## src/rtl/i2c_frame_pkg.sv

```systemverilog
package i2c_frame_pkg;
  localparam int BUSY_BIT    = 3;
  localparam int MASTER_BIT  = 2;
  localparam int RESTART_BIT = 1;
  localparam int START_BIT   = 0;
  localparam int USED_BITS   = 4;

  typedef enum logic [1:0] {
    ISS_IDLE    = 2'd0,
    ISS_START   = 2'd1,
    ISS_RESTART = 2'd2
  } issue_e;
endpackage

```

## src/rtl/i2c_line_sync.sv

```systemverilog
module i2c_line_sync #(
  parameter int   STAGES    = 2,
  parameter logic RESET_VAL = 1'b1
) (
  input  logic clk,
  input  logic rst,
  input  logic d,
  output logic q
);
  localparam int LAST = STAGES - 1;

  logic [LAST:0] chain;

  generate
    if (STAGES == 1) begin : g_single
      always_ff @(posedge clk) begin
        if (rst) chain <= RESET_VAL;
        else     chain <= d;
      end
    end else begin : g_multi
      always_ff @(posedge clk) begin
        if (rst) chain <= {STAGES{RESET_VAL}};
        else     chain <= {chain[LAST-1:0], d};
      end
    end
  endgenerate

  assign q = chain[LAST];
endmodule

```

## src/rtl/i2c_cond_detect.sv

```systemverilog
module i2c_cond_detect (
  input  logic clk,
  input  logic rst,
  input  logic sda_s,
  input  logic scl_s,
  output logic busy
);
  logic sda_q;
  logic scl_q;
  logic start_seen;
  logic stop_seen;

  always_ff @(posedge clk) begin
    if (rst) begin
      sda_q <= 1'b1;
      scl_q <= 1'b1;
    end else begin
      sda_q <= sda_s;
      scl_q <= scl_s;
    end
  end

  // Condition only when SCL is high both before and after the SDA edge
  assign start_seen = sda_q & ~sda_s & scl_q & scl_s;
  assign stop_seen  = ~sda_q & sda_s & scl_q & scl_s;

  always_ff @(posedge clk) begin
    if (rst)             busy <= 1'b0;
    else if (start_seen) busy <= 1'b1;
    else if (stop_seen)  busy <= 1'b0;
  end
endmodule

```

## src/rtl/i2c_req_ctl.sv

```systemverilog
module i2c_req_ctl
  import i2c_frame_pkg::*;
(
  input  logic clk,
  input  logic rst,
  input  logic wr,
  input  logic set_start,
  input  logic set_restart,
  input  logic busy,
  input  logic eng_done,
  input  logic own_stop_done,
  output logic start_req,
  output logic restart_req,
  output logic master,
  output logic start_strobe,
  output logic restart_strobe
);
  issue_e state;
  logic   go_start;
  logic   go_restart;
  logic   done_start;
  logic   done_restart;

  assign go_start     = (state == ISS_IDLE) && start_req && !busy;
  assign go_restart   = (state == ISS_IDLE) && !go_start && restart_req && master;
  assign done_start   = (state == ISS_START) && eng_done;
  assign done_restart = (state == ISS_RESTART) && eng_done;

  always_ff @(posedge clk) begin
    if (rst) begin
      state          <= ISS_IDLE;
      start_strobe   <= 1'b0;
      restart_strobe <= 1'b0;
    end else begin
      start_strobe   <= go_start;
      restart_strobe <= go_restart;
      if (go_start)                       state <= ISS_START;
      else if (go_restart)                state <= ISS_RESTART;
      else if (done_start || done_restart) state <= ISS_IDLE;
    end
  end

  // A new write of 1 wins over a hardware clear in the same cycle
  always_ff @(posedge clk) begin
    if (rst) begin
      start_req   <= 1'b0;
      restart_req <= 1'b0;
    end else begin
      start_req   <= (start_req & ~done_start) | (wr & set_start);
      restart_req <= (restart_req & ~done_restart) | (wr & set_restart);
    end
  end

  always_ff @(posedge clk) begin
    if (rst)                master <= 1'b0;
    else if (done_start)    master <= 1'b1;
    else if (own_stop_done) master <= 1'b0;
  end
endmodule

```

## src/rtl/i2c_frame_ctl.sv

```systemverilog
module i2c_frame_ctl
  import i2c_frame_pkg::*;
#(
  parameter int REG_W       = 8,
  parameter int SYNC_STAGES = 2
) (
  input  logic             clk,
  input  logic             rst,
  input  logic             enable,
  input  logic             reg_wr,
  input  logic [REG_W-1:0] reg_wdata,
  output logic [REG_W-1:0] reg_rdata,
  input  logic             sda_in,
  input  logic             scl_in,
  output logic             start_strobe,
  output logic             restart_strobe,
  input  logic             eng_done,
  input  logic             own_stop_done
);
  localparam int PAD_W = REG_W - USED_BITS;

  logic blk_rst;
  logic sda_s;
  logic scl_s;
  logic busy;
  logic master;
  logic start_req;
  logic restart_req;
  logic unused_wr_bits;

  assign blk_rst        = rst | ~enable;
  assign unused_wr_bits = ^reg_wdata[REG_W-1:RESTART_BIT+1];

  i2c_line_sync #(.STAGES(SYNC_STAGES), .RESET_VAL(1'b1)) u_sync_sda (
    .clk(clk), .rst(blk_rst), .d(sda_in), .q(sda_s)
  );
  i2c_line_sync #(.STAGES(SYNC_STAGES), .RESET_VAL(1'b1)) u_sync_scl (
    .clk(clk), .rst(blk_rst), .d(scl_in), .q(scl_s)
  );

  i2c_cond_detect u_det (
    .clk(clk), .rst(blk_rst), .sda_s(sda_s), .scl_s(scl_s), .busy(busy)
  );

  i2c_req_ctl u_req (
    .clk(clk),
    .rst(blk_rst),
    .wr(reg_wr),
    .set_start(reg_wdata[START_BIT]),
    .set_restart(reg_wdata[RESTART_BIT]),
    .busy(busy),
    .eng_done(eng_done),
    .own_stop_done(own_stop_done),
    .start_req(start_req),
    .restart_req(restart_req),
    .master(master),
    .start_strobe(start_strobe),
    .restart_strobe(restart_strobe)
  );

  assign reg_rdata = {{PAD_W{1'b0}}, busy, master, restart_req, start_req};
endmodule

```

## config.mk

```make
export PLATFORM = sky130hd
export DESIGN_NAME = i2c_frame_ctl
export DESIGN_NICKNAME = d
export VERILOG_FILES = /design/src/rtl/i2c_frame_pkg.sv /design/src/rtl/i2c_line_sync.sv /design/src/rtl/i2c_cond_detect.sv /design/src/rtl/i2c_req_ctl.sv /design/src/rtl/i2c_frame_ctl.sv
export SDC_FILE = /design/constraint.sdc
export NUM_CORES = 1
export LEC_CHECK = 0
export BUFFER_PORTS_ARGS = -buffer_cell sky130_fd_sc_hd__buf_2
export CAP_MARGIN = 15
export CORE_AREA = 2 2 39 41
export DETAILED_ROUTE_END_ITERATION = 12
export DIE_AREA = 0 0 41 43
export PLACE_DENSITY = 0.78
export SYNTH_ARGS = -nofsm -noshare
export SYNTH_HDL_FRONTEND = slang
export SYNTH_HIERARCHICAL = 1
export SYNTH_SLANG_ARGS = --single-unit
```

## constraint.sdc

```tcl
create_clock -name clk -period 1.43 [get_ports clk]
set_clock_uncertainty 0.1 [all_clocks]
set_input_delay 0.143 -clock clk [delete_from_list [all_inputs] [get_ports clk]]
set_output_delay 0.143 -clock clk [all_outputs]
set_load 0.01 [all_outputs]
```

==> impl_metrics.py, run 1 <==
metrics = {
    "status": {
        "status": "finished clean",
    },
    "synth": {
        "synthesis.area_um2": 541,
        "syn_inst": 52,
        "syn_avg_cell_area_um2": 10.4,
        "netlist_top_cells_count": "dfxtp_1, buf_4, or2_1, nand2b_1",
        "synth.most_common_cell": "dfxtp_1",
        "yosys_warnings": 6,
        "synth-seq-cells": 14,
        "synth_top_flop_cell": "dfxtp_1",
        "yosys-top-cells-area": "dfxtp_1, buf_4, or2_1",
        "synth_top_area_frac": 0.519,
        "synth_cell_types": 21,
        "synth_edf_count": 0,
        "yosysTopAreaCell": "dfxtp_1",
        "async_flop_share": 0,
        "ys_seq_area_frac": 0.519,
    },
    "final_layout": {
        "antenna_cells": 0,
        "area_growth_syn_to_layout_pct": 19.0,
        "nets": 85,
        "final_layout_size_suffix_gt1_frac": 0.338,
        "utilization": 0.465,
        "fillers": 140,
    },
    "hold_path": {
        "hold-path-cell-count": 3,
        "hp-start": "reg_wdata[0]",
        "hold_class": "primary input to flop",
        "min_to": "u_req/start_req",
    },
    "cts": {
        "clkLatencyLatePin_ns": 0.28,
        "clock-root-buffer": "clkbuf_4",
        "cts_max_level": 1,
        "cts_buffers": 3,
        "clockBufferDepth": 2,
        "cts_resized": 0,
        "post-cts-setup-buffers": 0,
        "cts.hold.buffers_added": 2,
        "cts_tree": "built",
        "clock_sinks": 14,
        "clk_pin_slew_ns": 0.08,
    },
    "worst_setup_path": {
        "cp_top_family": "flip-flops",
        "ff2ff_setup_slack_ns": 0.31,
        "startpoint_type": "flop",
        "arrival_ns": 1.19,
        "critPathBufInv": 0,
        "worst_path_largest_cell_delay_ns": 0.36,
        "crit_chain": "nand2b_2 > nand3_1 > o41ai_1",
        "worst_path_max_delay_cell": "dfxtp_1",
        "crit_fanout": 4,
        "endpoint_kind": "flop",
        "timing.rr.end": "u_req/state[1]",
        "r2r_start": "u_det/busy",
        "cp.required_ns": 1.50,
        "reg2reg_depth": 3,
        "worstSetupStartpoint": "u_det/busy",
        "crit_type": "flop to flop",
        "worst-path-stages": 3,
    },
    "power": {
        "power_density_mw_per_mm2": 1130,
        "p_leak_nw": 0.276,
        "irDropWorstVdd_uv": 524,
    },
    "route": {
        "drt_wl_total_um": 833,
        "antenna_left": 0,
        "viasPerCell": 4.52,
        "dr_total_vias": 380,
        "wire_per_inst_um": 9.92,
        "drtIter0Drc": 9,
        "drt_pass1_iterations": 4,
        "drc": 0,
    },
    "placed_design": {
        "gp_congestion": 0.648,
        "place.port_buffers": 15,
        "hpwl_um": 619,
    },
    "global_routing": {
        "grt_pass1_wl_um": 1280,
        "grt_pass1_vias": 330,
        "overflow": 0,
        "antenna_found_initial": 0,
        "grtUsageTotal": 0.110,
        "grt_max_degree": 15,
    },
    "floorplan": {
        "core-area_mm2": 0.00138,
        "die_x_um": 41,
        "ios": 26,
        "num_rows": 14,
        "initial_core_util": 0.391,
        "dieHeight_um": 43,
        "dieArea_mm2": 0.00176,
    },
    "sta": {
        "report.final.slew_viol_count": 0,
        "finalSetupTns_ns": 0,
        "finalSetupViolCount": 0,
        "fmax_mhz": 892,
        "finalCritPeriodShare": 0.784,
        "hold_viol_final": 0,
        "rsz0062_at_grt": "no",
        "finalCriticalPeriod_ns": 1.12,
    },
    "job": {
        "cap_violations": 0,
    },
}
[sequential cells by signal, summed over array words and instances (netlist names)]
signal / cells
u_req/restart_strobe: 1
u_sync_sda/chain: 2
u_req/start_req: 1
u_sync_scl/chain: 2
u_req/start_strobe: 1
u_det/busy: 1
u_req/state: 2
u_req/master: 1
u_det/scl_q: 1
u_det/sda_q: 1
u_req/restart_req: 1
[where the power goes]
part | internal (W) | total (W) | switching (W)
sequential | 0.000396 | 0.000400 | 0.00000379
combinational | 0.0000220 | 0.0000448 | 0.0000228
clock | 0.000155 | 0.000281 | 0.000126
[metal layers]
layer | GRT usage | wire length, µm
met3 | 0.0157 | 60
met2 | 0.144 | 363
met1 | 0.148 | 394
met5 | 0 | 0
met4 | 0.100 | 14
[cells in the final DEF, fill, tap and decap left out, types with 2 or more instances in the layout]
cell type,count
nand2b_1,3
nand3_1,2
nor2_1,2
a21oi_1,2
dlygate4sd3_1,2
buf_2,15
dfxtp_1,14
a22oi_1,2
or2_1,6
clkbuf_4,3
conb_1,4
[stage by stage]
stage               cell area (µm²)  hold slack [ns]  worst slack, ns  std cells  power [W]
floorplan                       552            0.143            0.435         55   0.000442
global placement                587            0.221            0.240         78   0.000449
detailed placement              587            0.227            0.219         78   0.000450
CTS                             643          0.00989            0.316         84   0.000738
global route                    643           0.0370            0.210         84   0.000758
finish                          643           0.0185            0.309         84   0.000726
[worst max path at each step]
| stage | endpoint | slack [ns] |
|---|---|---|
| after global routing | u_req/state[1] | 0.21 |
| final | u_req/state[1] | 0.31 |
| after floorplan | u_req/state[0] | 0.44 |
| after global placement | u_det/sda_q | 0.24 |
| after CTS | u_req/state[1] | 0.32 |
| after detailed placement | u_req/state[0] | 0.22 |
[layout make-up]
class / count / area, µm² / share of cell area
Inverter: 1 / 3.75 / 0.00584
Timing Repair Buffer: 17 / 95.1 / 0.148
Clock buffer: 4 / 36.3 / 0.0564
Tap cell: 16 / 20.0 / 0.0311
Sequential cell: 14 / 280 / 0.436
Multi-Input combinational cell: 32 / 208 / 0.323
[worst reg2reg max path, delay by kind of cell, from the launching register on]
kind / cells / cell delay, ns
simple gates: 2 / 0.29
flops: 1 / 0.36
compound gates: 1 / 0.27
[logic make-up after synthesis]
logic type,share of synthesized area
simple gates,0.257
buf+inv,0.118
compound gates,0.0995
flops,0.519
other cells,0.00694
Note: power is estimated with default switching activity, not from simulation.
==> run 2, diff against run 1 <==
==> constraint.sdc (replaced) <==
create_clock -name clk -period 1.1 [get_ports clk]
set_clock_uncertainty 0.1 [all_clocks]
set_input_delay 0.11 -clock clk [delete_from_list [all_inputs] [get_ports clk]]
set_output_delay 0.11 -clock clk [all_outputs]
set_load 0.01 [all_outputs]
==> impl_metrics.py, run 2 (synthesis results as in run 1) <==
metrics = {
    "final_layout": {
        "final_cell_mix": "buf_2, dfxtp_1, or2_1, dlygate4sd3_1, conb_1",
        "final_common_cell": "buf_2",
        "antenna_cells": 0,
        "nets": 90,
        "utilization": 0.513,
        "area_growth_syn_to_layout_pct": 31.3,
        "final_area_um2": 709,
        "final_layout_size_suffix_gt1_frac": 0.411,
        "reg_top3": "u_req/state (2), u_sync_scl/chain (2), u_sync_sda/chain (2)",
    },
    "worst_setup_path": {
        "ff2ff_setup_slack_ns": 0.04,
        "r2r_start": "u_req/state[1]",
        "arrival_ns": 1.12,
        "worst_path_largest_cell_delay_ns": 0.37,
        "worstSetupStartpoint": "u_req/state[1]",
        "crit_chain": "nand3b_2 > a31o_1",
        "endpoint_kind": "flop",
        "crit_fanout": 6,
        "crit_type": "flop to flop",
        "startpoint_type": "flop",
        "worst_path_max_delay_cell": "dfxtp_2",
        "cp.required_ns": 1.16,
    },
    "route": {
        "antenna_left": 0,
        "drc": 0,
        "dr_total_vias": 402,
        "drt_wl_total_um": 884,
        "drt_pass1_iterations": 4,
        "wire_per_inst_um": 9.93,
        "drtIter0Drc": 4,
        "viasPerCell": 4.52,
    },
    "sta": {
        "fmax_mhz": 944,
        "finalSetupTns_ns": 0,
        "finalSetupViolCount": 0,
        "finalCriticalPeriod_ns": 1.06,
        "rsz0062_at_grt": "no",
        "report.final.slew_viol_count": 0,
        "setup_ws_ns": 0.0409,
        "hold_viol_final": 0,
        "finalCritPeriodShare": 0.963,
    },
    "cts": {
        "clkLatencyLatePin_ns": 0.27,
        "cts_buffers": 3,
        "cts_tree": "built",
        "clock_sinks": 14,
        "cts_max_level": 1,
        "clockBufferDepth": 2,
        "clk_pin_slew_ns": 0.08,
        "post-cts-setup-buffers": 0,
        "clock-root-buffer": "clkbuf_4",
    },
    "floorplan": {
        "ios": 26,
        "core-area_mm2": 0.00138,
        "die_x_um": 41,
        "num_rows": 14,
        "dieArea_mm2": 0.00176,
        "initial_core_util": 0.391,
        "dieHeight_um": 43,
    },
    "status": {
        "status": "finished clean",
    },
    "job": {
        "cap_violations": 0,
    },
    "global_routing": {
        "grt_pass1_vias": 347,
        "overflow": 0,
        "grt_pass1_wl_um": 1320,
        "grt_max_degree": 13,
        "antenna_found_initial": 0,
        "grtUsageTotal": 0.114,
    },
    "placed_design": {
        "placed_area_um2": 602,
        "place.port_buffers": 15,
        "hpwl_um": 630,
        "dp_slack_ns": -0.0320,
        "gp_congestion": 0.659,
    },
    "hold_path": {
        "hp-start": "reg_wr",
        "hold_class": "primary input to flop",
    },
    "power": {
        "power_density_mw_per_mm2": 1340,
        "irDropWorstVdd_uv": 739,
        "p_leak_nw": 0.306,
    },
}
==> run 2: changes by cell type in the layout (fill, tap and decap cells not counted), sizes merged <==
cell	change
dlygate4sd3	+3
buf	+2
==> run 2: what timing repair did <==
item / in CTS / in global routing
setup endpoints to repair: 0 / 4
endpoints found under the hold margin: 5 / 0
hold buffers: 5 / 0
resized for setup: 0 / 5
==> run 2: path summary, 6_finish.rpt <==
check	to	cells after the start
worst max register to register	u_req/state[0]	2
worst max-delay path	u_req/state[0]	2
worst min-delay path	u_req/restart_req	3
worst min register to register	u_sync_sda/chain[1]	1
==> run 2: per-layer routing <==
layer	up-vias	part of all wire	track usage
li1	208	-	-
met1	170	0.48	0.139
met2	20	0.42	0.166
met3	4	0.059	0.0314
met4	0	0.034	0.0800
met5	-	0	0
==> run 2: area by class of cell <==
class / count / area (µm²)
inverter: 1 / 3.75
tap: 16 / 20.0
multi-input combinational: 32 / 226
fill: 131 / 674
timing repair buffer: 22 / 140
clock buffer: 4 / 36.3
sequential: 14 / 283
==> run 2: power breakdown <==
group / internal [W] / total, W / leakage, nW / switching, W
Sequential: 0.000515 / 0.000521 / 0.115 / 0.00000547
Clock: 0.000201 / 0.000357 / 0.0210 / 0.000156
Combinational: 0.0000381 / 0.0000701 / 0.170 / 0.0000319
==> run 2: worst max-delay path: cells and delay by family (launching register included) <==
| kind | cells | cell delay, ns |
|---|---|---|
| AOI/OAI and AO/OA | 1 | 0.24 |
| DFF | 1 | 0.37 |
| and+or+nand+nor | 1 | 0.25 |
==> run 2: per-stage QoR <==
| step | hold slack [ns] | power, W | instances |
|---|---|---|---|
| after floorplan | 0.110 | 0.000575 | 55 |
| after global placement | 0.188 | 0.000586 | 80 |
| after detailed placement | 0.193 | 0.000588 | 80 |
| after CTS | 0.00484 | 0.000960 | 89 |
| after global routing | 0.0242 | 0.000989 | 89 |
| final | 0.00864 | 0.000948 | 89 |
